<file path="config.mk">
export PLATFORM = sky130hd
export DESIGN_NAME = tmr_bank
export DESIGN_NICKNAME = d
export VERILOG_FILES = /design/src/rtl/tmr_pkg.sv /design/src/rtl/tmr_edge.sv /design/src/rtl/tmr_chan.sv /design/src/rtl/tmr_bank.sv
export SDC_FILE = /design/constraint.sdc
export NUM_CORES = 1
export LEC_CHECK = 0
export ABC_CLOCK_PERIOD_IN_PS = 3300
export BUFFER_PORTS_ARGS = -buffer_cell sky130_fd_sc_hd__buf_2
export CAP_MARGIN = 20
export CELL_PAD_IN_SITES_DETAIL_PLACEMENT = 0
export CELL_PAD_IN_SITES_GLOBAL_PLACEMENT = 1
export CORE_MARGIN = 1
export CORE_UTILIZATION = 48
export DETAILED_ROUTE_END_ITERATION = 10
export HOLD_SLACK_MARGIN = 0.02
export PLACE_DENSITY_LB_ADDON = 0.1
export SYNTH_ARGS = -nofsm -noshare
export SYNTH_HDL_FRONTEND = slang
export SYNTH_SLANG_ARGS = --single-unit
</file>
<file path="constraint.sdc">
create_clock -name clk -period 3.3 [get_ports clk]
set_clock_uncertainty 0.1 [all_clocks]
set_input_delay 0 -clock clk [delete_from_list [all_inputs] [get_ports clk]]
set_output_delay 0 -clock clk [all_outputs]
set_load 0.005 [all_outputs]
</file>
<file path="src/rtl/tmr_pkg.sv">
package tmr_pkg;
  localparam int CNT_W = 16;
  localparam int REG_STRIDE = 8;

  typedef enum logic [1:0] {
    MD_INTERVAL = 2'b00,
    MD_EVENT    = 2'b01,
    MD_MEASURE  = 2'b10,
    MD_IDLE     = 2'b11
  } tmr_mode_e;
endpackage

</file>
<file path="src/rtl/tmr_edge.sv">
module tmr_edge (
  input  logic clk,
  input  logic rst_n,
  input  logic sig,
  output logic rise,
  output logic fall
);
  logic sig_q;

  always_ff @(posedge clk) begin
    if (!rst_n) sig_q <= 1'b0;
    else        sig_q <= sig;
  end

  assign rise = sig & ~sig_q;
  assign fall = ~sig & sig_q;
endmodule

</file>
<file path="src/rtl/tmr_chan.sv">
module tmr_chan
  import tmr_pkg::*;
#(
  parameter int W = CNT_W
) (
  input  logic         clk,
  input  logic         rst_n,
  input  logic         run,
  input  tmr_mode_e    mode,
  input  logic [1:0]   clk_sel,
  input  logic         edge_sel,
  input  logic [3:0]   ticks,
  input  logic         ext,
  input  logic         casc_in,
  input  logic         ld_lo,
  input  logic         ld_hi,
  input  logic         mode_wr,
  input  logic [7:0]   wbyte,
  output logic [W-1:0] cnt,
  output logic [W-1:0] reload,
  output logic         uf,
  output logic         ovf
);
  logic rise, fall, tick_sel, ev, count_en, capture, restart;

  tmr_edge u_edge (.clk(clk), .rst_n(rst_n), .sig(ext), .rise(rise), .fall(fall));

  assign tick_sel = ticks[clk_sel];
  assign ev       = edge_sel ? fall : rise;

  always_comb begin
    count_en = 1'b0;
    unique case (mode)
      MD_INTERVAL: count_en = tick_sel;
      MD_EVENT:    count_en = clk_sel[1] ? casc_in : ev;
      default:     count_en = 1'b0;
    endcase
  end

  // measurement: period closes on rise; width opens on rise, closes on fall
  assign capture = edge_sel ? fall : rise;
  assign restart = edge_sel & rise;

  always_ff @(posedge clk) begin
    if (!rst_n) begin
      cnt    <= '0;
      reload <= '0;
      uf     <= 1'b0;
      ovf    <= 1'b0;
    end else begin
      uf <= 1'b0;
      if (mode_wr) ovf <= 1'b0;
      if (ld_lo) begin
        reload[7:0] <= wbyte;
        if (!run) cnt[7:0] <= wbyte;
      end
      if (ld_hi) begin
        reload[W-1:8] <= wbyte;
        if (!run) cnt[W-1:8] <= wbyte;
      end
      if (run) begin
        if (mode == MD_MEASURE) begin
          if (capture) begin
            reload <= cnt;
            cnt    <= '0;
          end else if (restart) begin
            cnt <= '0;
          end else if (tick_sel) begin
            cnt <= cnt + 1'b1;
            if (&cnt) ovf <= 1'b1;
          end
        end else if (count_en) begin
          if (cnt == '0) begin
            cnt <= reload;
            uf  <= 1'b1;
          end else begin
            cnt <= cnt - 1'b1;
          end
        end
      end
    end
  end
endmodule

</file>
<file path="src/rtl/tmr_bank.sv">
module tmr_bank
  import tmr_pkg::*;
#(
  parameter int N_GRP  = 2,
  parameter int GRP_SZ = 3,
  localparam int NCH   = N_GRP * GRP_SZ,
  localparam int AW    = $clog2(NCH * REG_STRIDE + 1)
) (
  input  logic           clk,
  input  logic           rst_n,
  input  logic           tick_fast,
  input  logic           tick_div8,
  input  logic           tick_div32,
  input  logic           tick_slow,
  input  logic [NCH-1:0] ext_in,
  input  logic           wr_en,
  input  logic [AW-1:0]  addr,
  input  logic [7:0]     wdata,
  output logic [7:0]     rd_data,
  output logic [NCH-1:0] underflow
);
  localparam logic [AW-1:0] START_ADDR = AW'(NCH * REG_STRIDE);

  logic [NCH-1:0]       start_q;
  logic [4:0]           mode_q [NCH];
  logic [CNT_W-1:0]     cnt_a  [NCH];
  logic [CNT_W-1:0]     rl_a   [NCH];
  logic [NCH-1:0]       ovf_a;
  logic [NCH*CNT_W-1:0] cnt_all;
  logic [2*NCH-1:0]     mode_all;
  logic [3:0]           ticks;

  assign ticks = {tick_slow, tick_div32, tick_div8, tick_fast};

  always_ff @(posedge clk) begin
    if (!rst_n) start_q <= '0;
    else if (wr_en && addr == START_ADDR) start_q <= wdata[NCH-1:0];
  end

  for (genvar i = 0; i < NCH; i++) begin : g_ch
    localparam int SRC = (i % GRP_SZ == 0) ? i + GRP_SZ - 1 : i - 1;
    localparam logic [AW-1:0] BASE = AW'(i * REG_STRIDE);
    logic mode_wr;

    assign mode_wr = wr_en && addr == BASE + AW'(4);

    always_ff @(posedge clk) begin
      if (!rst_n)       mode_q[i] <= '0;
      else if (mode_wr) mode_q[i] <= wdata[4:0];
    end

    tmr_chan #(.W(CNT_W)) u_chan (
      .clk     (clk),
      .rst_n   (rst_n),
      .run     (start_q[i]),
      .mode    (tmr_mode_e'(mode_q[i][1:0])),
      .clk_sel (mode_q[i][3:2]),
      .edge_sel(mode_q[i][4]),
      .ticks   (ticks),
      .ext     (ext_in[i]),
      .casc_in (underflow[SRC]),
      .ld_lo   (wr_en && addr == BASE),
      .ld_hi   (wr_en && addr == BASE + AW'(1)),
      .mode_wr (mode_wr),
      .wbyte   (wdata),
      .cnt     (cnt_a[i]),
      .reload  (rl_a[i]),
      .uf      (underflow[i]),
      .ovf     (ovf_a[i])
    );

    assign cnt_all[i*CNT_W +: CNT_W] = cnt_a[i];
    assign mode_all[2*i +: 2]        = mode_q[i][1:0];
  end

  always_comb begin
    int ch;
    ch = int'(addr) / REG_STRIDE;
    rd_data = '0;
    if (addr == START_ADDR) begin
      rd_data[NCH-1:0] = start_q;
    end else if (ch < NCH) begin
      unique case (addr[2:0])
        3'd0:    rd_data = rl_a[ch][7:0];
        3'd1:    rd_data = rl_a[ch][CNT_W-1:8];
        3'd2:    rd_data = cnt_a[ch][7:0];
        3'd3:    rd_data = cnt_a[ch][CNT_W-1:8];
        3'd4:    rd_data = {2'b00, ovf_a[ch], mode_q[ch]};
        default: rd_data = '0;
      endcase
    end
  end
endmodule

</file>
==> results <==
- The count of endpoints failing hold in the final timing report came to 0.
- After Yosys synthesis, XOR and XNOR cells account for 4.30% of the synthesized area.
- After synthesis, the netlist uses 93 different library cells.
- The kind of cell with the highest combined delay on the critical path is multiplexers.
- The H-tree was split into 2 levels.
- The DRC violations left is 0.
- The total nets after synthesis is 2730.
- For this run, the detailed router's first-pass iteration total came to 8.
- The synthesized design devotes to its leading area cell type 21.4% of total area.
- The worst register-to-register path has a setup slack of 0.43 ns.
- The floorplan step defined a die boundary enclosing 0.0428 mm^2.
- Yosys mapped a number of flops with a built-in enable equal to 30.
- The run finished with clean final reports.
- The synthesized netlist devotes 24.0% of its cell area to compound gates.
- The total design power is 8.15 mW.
- The area of the multi-input gates is 0.0137 mm^2.
- From left edge to right edge, the die measures 207 um.
- The yosys synthesis warning count is 0.
- The nature of the critical path startpoint is a flop.
- Wire segments on met2 add up to 39.5 mm in the final route.
- For this run, asynchronously set or reset flops after synthesis account for 0%.
- On the critical path, the stage with the largest delay is an instance of edfxtp_1.
- The HPWL after detailed placement is 67.1 mm.
- The multiplexer share of the synthesized area is 11.2%.
- Across the VDD grid, the largest voltage drop is 0.449 mV.
- The number of buffers inserted by post-CTS setup repair is 0.
- The setup total negative slack is 0 ns.
- The synthesized netlist devotes 27.0% of its cell area to simple gates.
- Clock tree synthesis inserted a total of 35 buffers.
- After synthesis, the most frequently instantiated cells are nor2_1 (310), nand2_1 (278), clkbuf_1 (224).
- The final standard cell utilization of the core is 54.4%.
- The cell repeated most along the worst path is a221o_1.
- The initial DRC count is 3023.
- The post-route antenna net violation count is 0.
- The CTS root buffer is clkbuf_16.
- The tool flagged a number of max-cap violations equal to 0.
- In this run the deepest clock path goes through 3 buffers.
- Synthesis produced 2685 cells.
- In this run the critical register-to-register path is launched from mode_q[4][4].
- Clock latency on the worst-skew pair, taken at its later pin, is 0.57 ns.
- The count of final setup violators is 0.
- The largest stage delay on the critical path is 0.50 ns.
- The clock transition at the register clock pins on the worst setup and hold paths after CTS is 0.06 ns.
- In this run the worst path has a maximum fanout of 7.
- The depth of the most critical reg-to-reg path is 6.
- The routed length on met3 is 11.0 mm.
- The critical hold path startpoint is addr[5].
- The power per standard cell area is 364 mW/mm^2.
- The main combinational cell family by area after synthesis is simple AND/OR/NAND/NOR gates.
- The minimum period implied by the final worst setup slack is 2.91 ns.
- Once layout is complete, the cells apart from fillers number 3207.
- The I/O pin count is 41.
- The worst register-to-register path ends at g_ch[4].u_chan.cnt[8].
- Buffers inserted to repair hold after CTS numbered 19.
- Walking the worst path, the cells encountered are mux2_2, mux4_2, a221o_1, a221o_1, buf_2.
- The number of antenna violations at the first check in global routing is 4.
- The leakage component of the power is 8.40 nW.
- The most critical setup path has its startpoint at mode_q[0][1].
- Data on the critical path is required at its endpoint by 3.20 ns.
- After floorplanning, the core was sized to cover 0.0411 mm^2.
- The area of the mapped netlist is 0.0202 mm^2.
- After detailed routing, the total wire length is 92.5 mm.
- The synthesis-to-finish area growth is 10.9%.
- Setup repair after global routing left no endpoint under its margin.
- Sequential cells were found to cover 25.9% of the synthesized design area.
- The count of buffers added on input and output ports is 40.
- The post-cts gate resize count is 0.
- The clock tree from TritonCTS is built.
- The first-pass GRT wire length is 135 mm.
- The starting density of the core is 49.1%.
- Across all hold checks on the routed design, the worst slack comes to 0.0797 ns.
- The worst setup path is captured at a primary output.
- After synthesis the netlist holds a flip-flop and latch count of 246.
- The remaining global-route overflow is 0.
- Dividing the detail-routed wire length by the instance count gives 28.8 um.
- In this run the vertical extent of the chip is 207 um.
- The count of pins over their slew limit came to 0.
- Timing would allow up to 343 MHz.
- The path type of the worst min-delay path is in -> reg.
- Of the total synthesized cell area, the portion taken by full adders, half adders and majority gates is 1.12%.
- The pin slew with the least headroom to its limit is 1.05 ns.
- The worst hold endpoint is start_q[2].
- In the final layout, flip-flops and latches occupy 0.00523 mm^2.
- The library cell with the largest summed area after synthesis is dfxtp_1.
- The cell depth of the worst hold path is 5.
- Each instance of the synthesized netlist takes up on average 7.51 um^2.
- The total vias in the final route is 22300.
- The clock drives 246 sinks.
- The number of placed instances, taps included, is 3116.
- After floorplanning, the core was divided into 74 placement rows.
- Sorting the synthesized cells by area gives the leading types as dfxtp_1 (21%), mux2i_1 (6.2%), nor2_1 (5.8%).
- The final net count is 2686.
- After detailed routing, the number of vias per cell comes to 6.94.
- The fill cell instance count of the final layout is 3997.
- The critical path buffer and inverter count is 1.
- After detailed routing, the wire length on met1 is 37.1 mm.
- The congestion estimate from routability-driven global placement came to 0.991.
- Global routing used 43.0% of the available tracks across all layers.
- The worst setup path is of the reg -> out kind.
- Among all flip-flop cells after synthesis, the most frequent one is dfxtp_1.
- The pin count of the biggest net entering global routing is 60.
- The via count of the first global-routing pass is 20300.
- The most common cell in the synthesized netlist is nor2_1.
- The worst pin sits at a relative slew slack of 29.1%.
- The top layer reached by signal wires is met5.
- The fraction of layout instances using a drive strength above 1 is 12.7%.
- The final critical-path share of the clock period is 88.3%.
- Data on the critical path arrives at its endpoint at 2.81 ns.
## per-layer routing
metal,track usage [%],vias up
met5,0,-
li1,-,9825
met3,11.0,281
met4,22.8,4
met1,58.0,10800
met2,62.5,1395
## report_power, final
part / leakage [nW] / switching, mW / internal, mW
registers: 2.03 / 0.0618 / 3.07
clock network: 0.576 / 1.57 / 2.36
logic: 5.80 / 0.740 / 0.356
total: 8.40 / 2.37 / 5.78
## logic make-up after synthesis
group,count (synthesis)
AND/OR/NAND/NOR,1103
multiplexers,183
buffers and inverters,323
flip-flops,246
adder cells (fa/ha/maj),18
XOR/XNOR,99
AO/OA/AOI/OAI,713
## flip-flops by register name, summed over array words and instances, names as in the netlist
register and flops:
start_q 6, g_ch.u_chan.uf 6, g_ch.u_chan.cnt 96, mode_q 30
g_ch.u_chan.reload 96, g_ch.u_chan.u_edge.sig_q 6, g_ch.u_chan.ovf 6
## worst max path at each step
stage                             endpoint  slack, ns  cells past startpoint
floorplan            g_ch[3].u_chan.cnt[2]       0.59                     10
global placement     g_ch[2].u_chan.cnt[1]       0.59                      7
detailed placement   g_ch[2].u_chan.cnt[1]       0.60                      7
CTS                             rd_data[1]       0.42                      5
global route        g_ch[4].u_chan.cnt[14]       0.31                      6
finish                          rd_data[1]       0.39                      5
## layout make-up
class	instances	area share (%)
clock buffer	51	4.50
tap	532	2.98
timing repair buffer	200	6.64
inverter	42	0.716
sequential	246	23.4
clock inverter	13	0.677
multi-input combinational	2116	61.1
antenna	7	0.0783
## layout by cell type (no fill, tap or decap), types with 12 or more instances in the layout
cell type | netlist | final
o31ai_1 | 12 | 12
mux4_2 | 31 | 31
nor3b_1 | 14 | 13
and3_1 | 26 | 26
nand2_1 | 278 | 278
dlygate4sd3_1 | 0 | 19
or2_2 | 12 | 12
o211ai_1 | 66 | 66
edfxtp_1 | 30 | 30
clkbuf_16 | 0 | 35
a211oi_1 | 52 | 52
a21oi_1 | 157 | 157
buf_4 | 7 | 140
inv_1 | 40 | 39
nor2_1 | 310 | 310
nor4_1 | 15 | 14
mux2i_1 | 124 | 124
o22ai_1 | 21 | 21
buf_2 | 27 | 38
xor2_1 | 46 | 46
o21ai_0 | 146 | 146
nor2b_1 | 26 | 25
nand2b_1 | 34 | 34
dfxtp_1 | 216 | 216
and2_1 | 35 | 35
and4_1 | 21 | 21
nand3_1 | 142 | 142
or3_1 | 28 | 28
a311oi_1 | 67 | 67
or4_1 | 13 | 13
mux2_2 | 27 | 27
nand4_1 | 36 | 36
a31oi_1 | 24 | 24
a211o_1 | 17 | 17
xnor2_1 | 53 | 53
nor3_1 | 59 | 59
ha_1 | 18 | 18
## stage by stage
step	instance area [um^2]	setup WS, ns
floorplan	20200	0.592
global placement	21000	0.592
detailed placement	21000	0.597
CTS	22300	0.418
global route	22400	0.312
finish	22400	0.387
## worst reg2reg max path, delay by kind of cell, from the launching register on
family,cells,cell delay (ns)
AO/OA/AOI/OAI,3,1.26
flip-flops,1,0.44
AND/OR/NAND/NOR,3,0.95
Power figures use the tool's default switching activity.
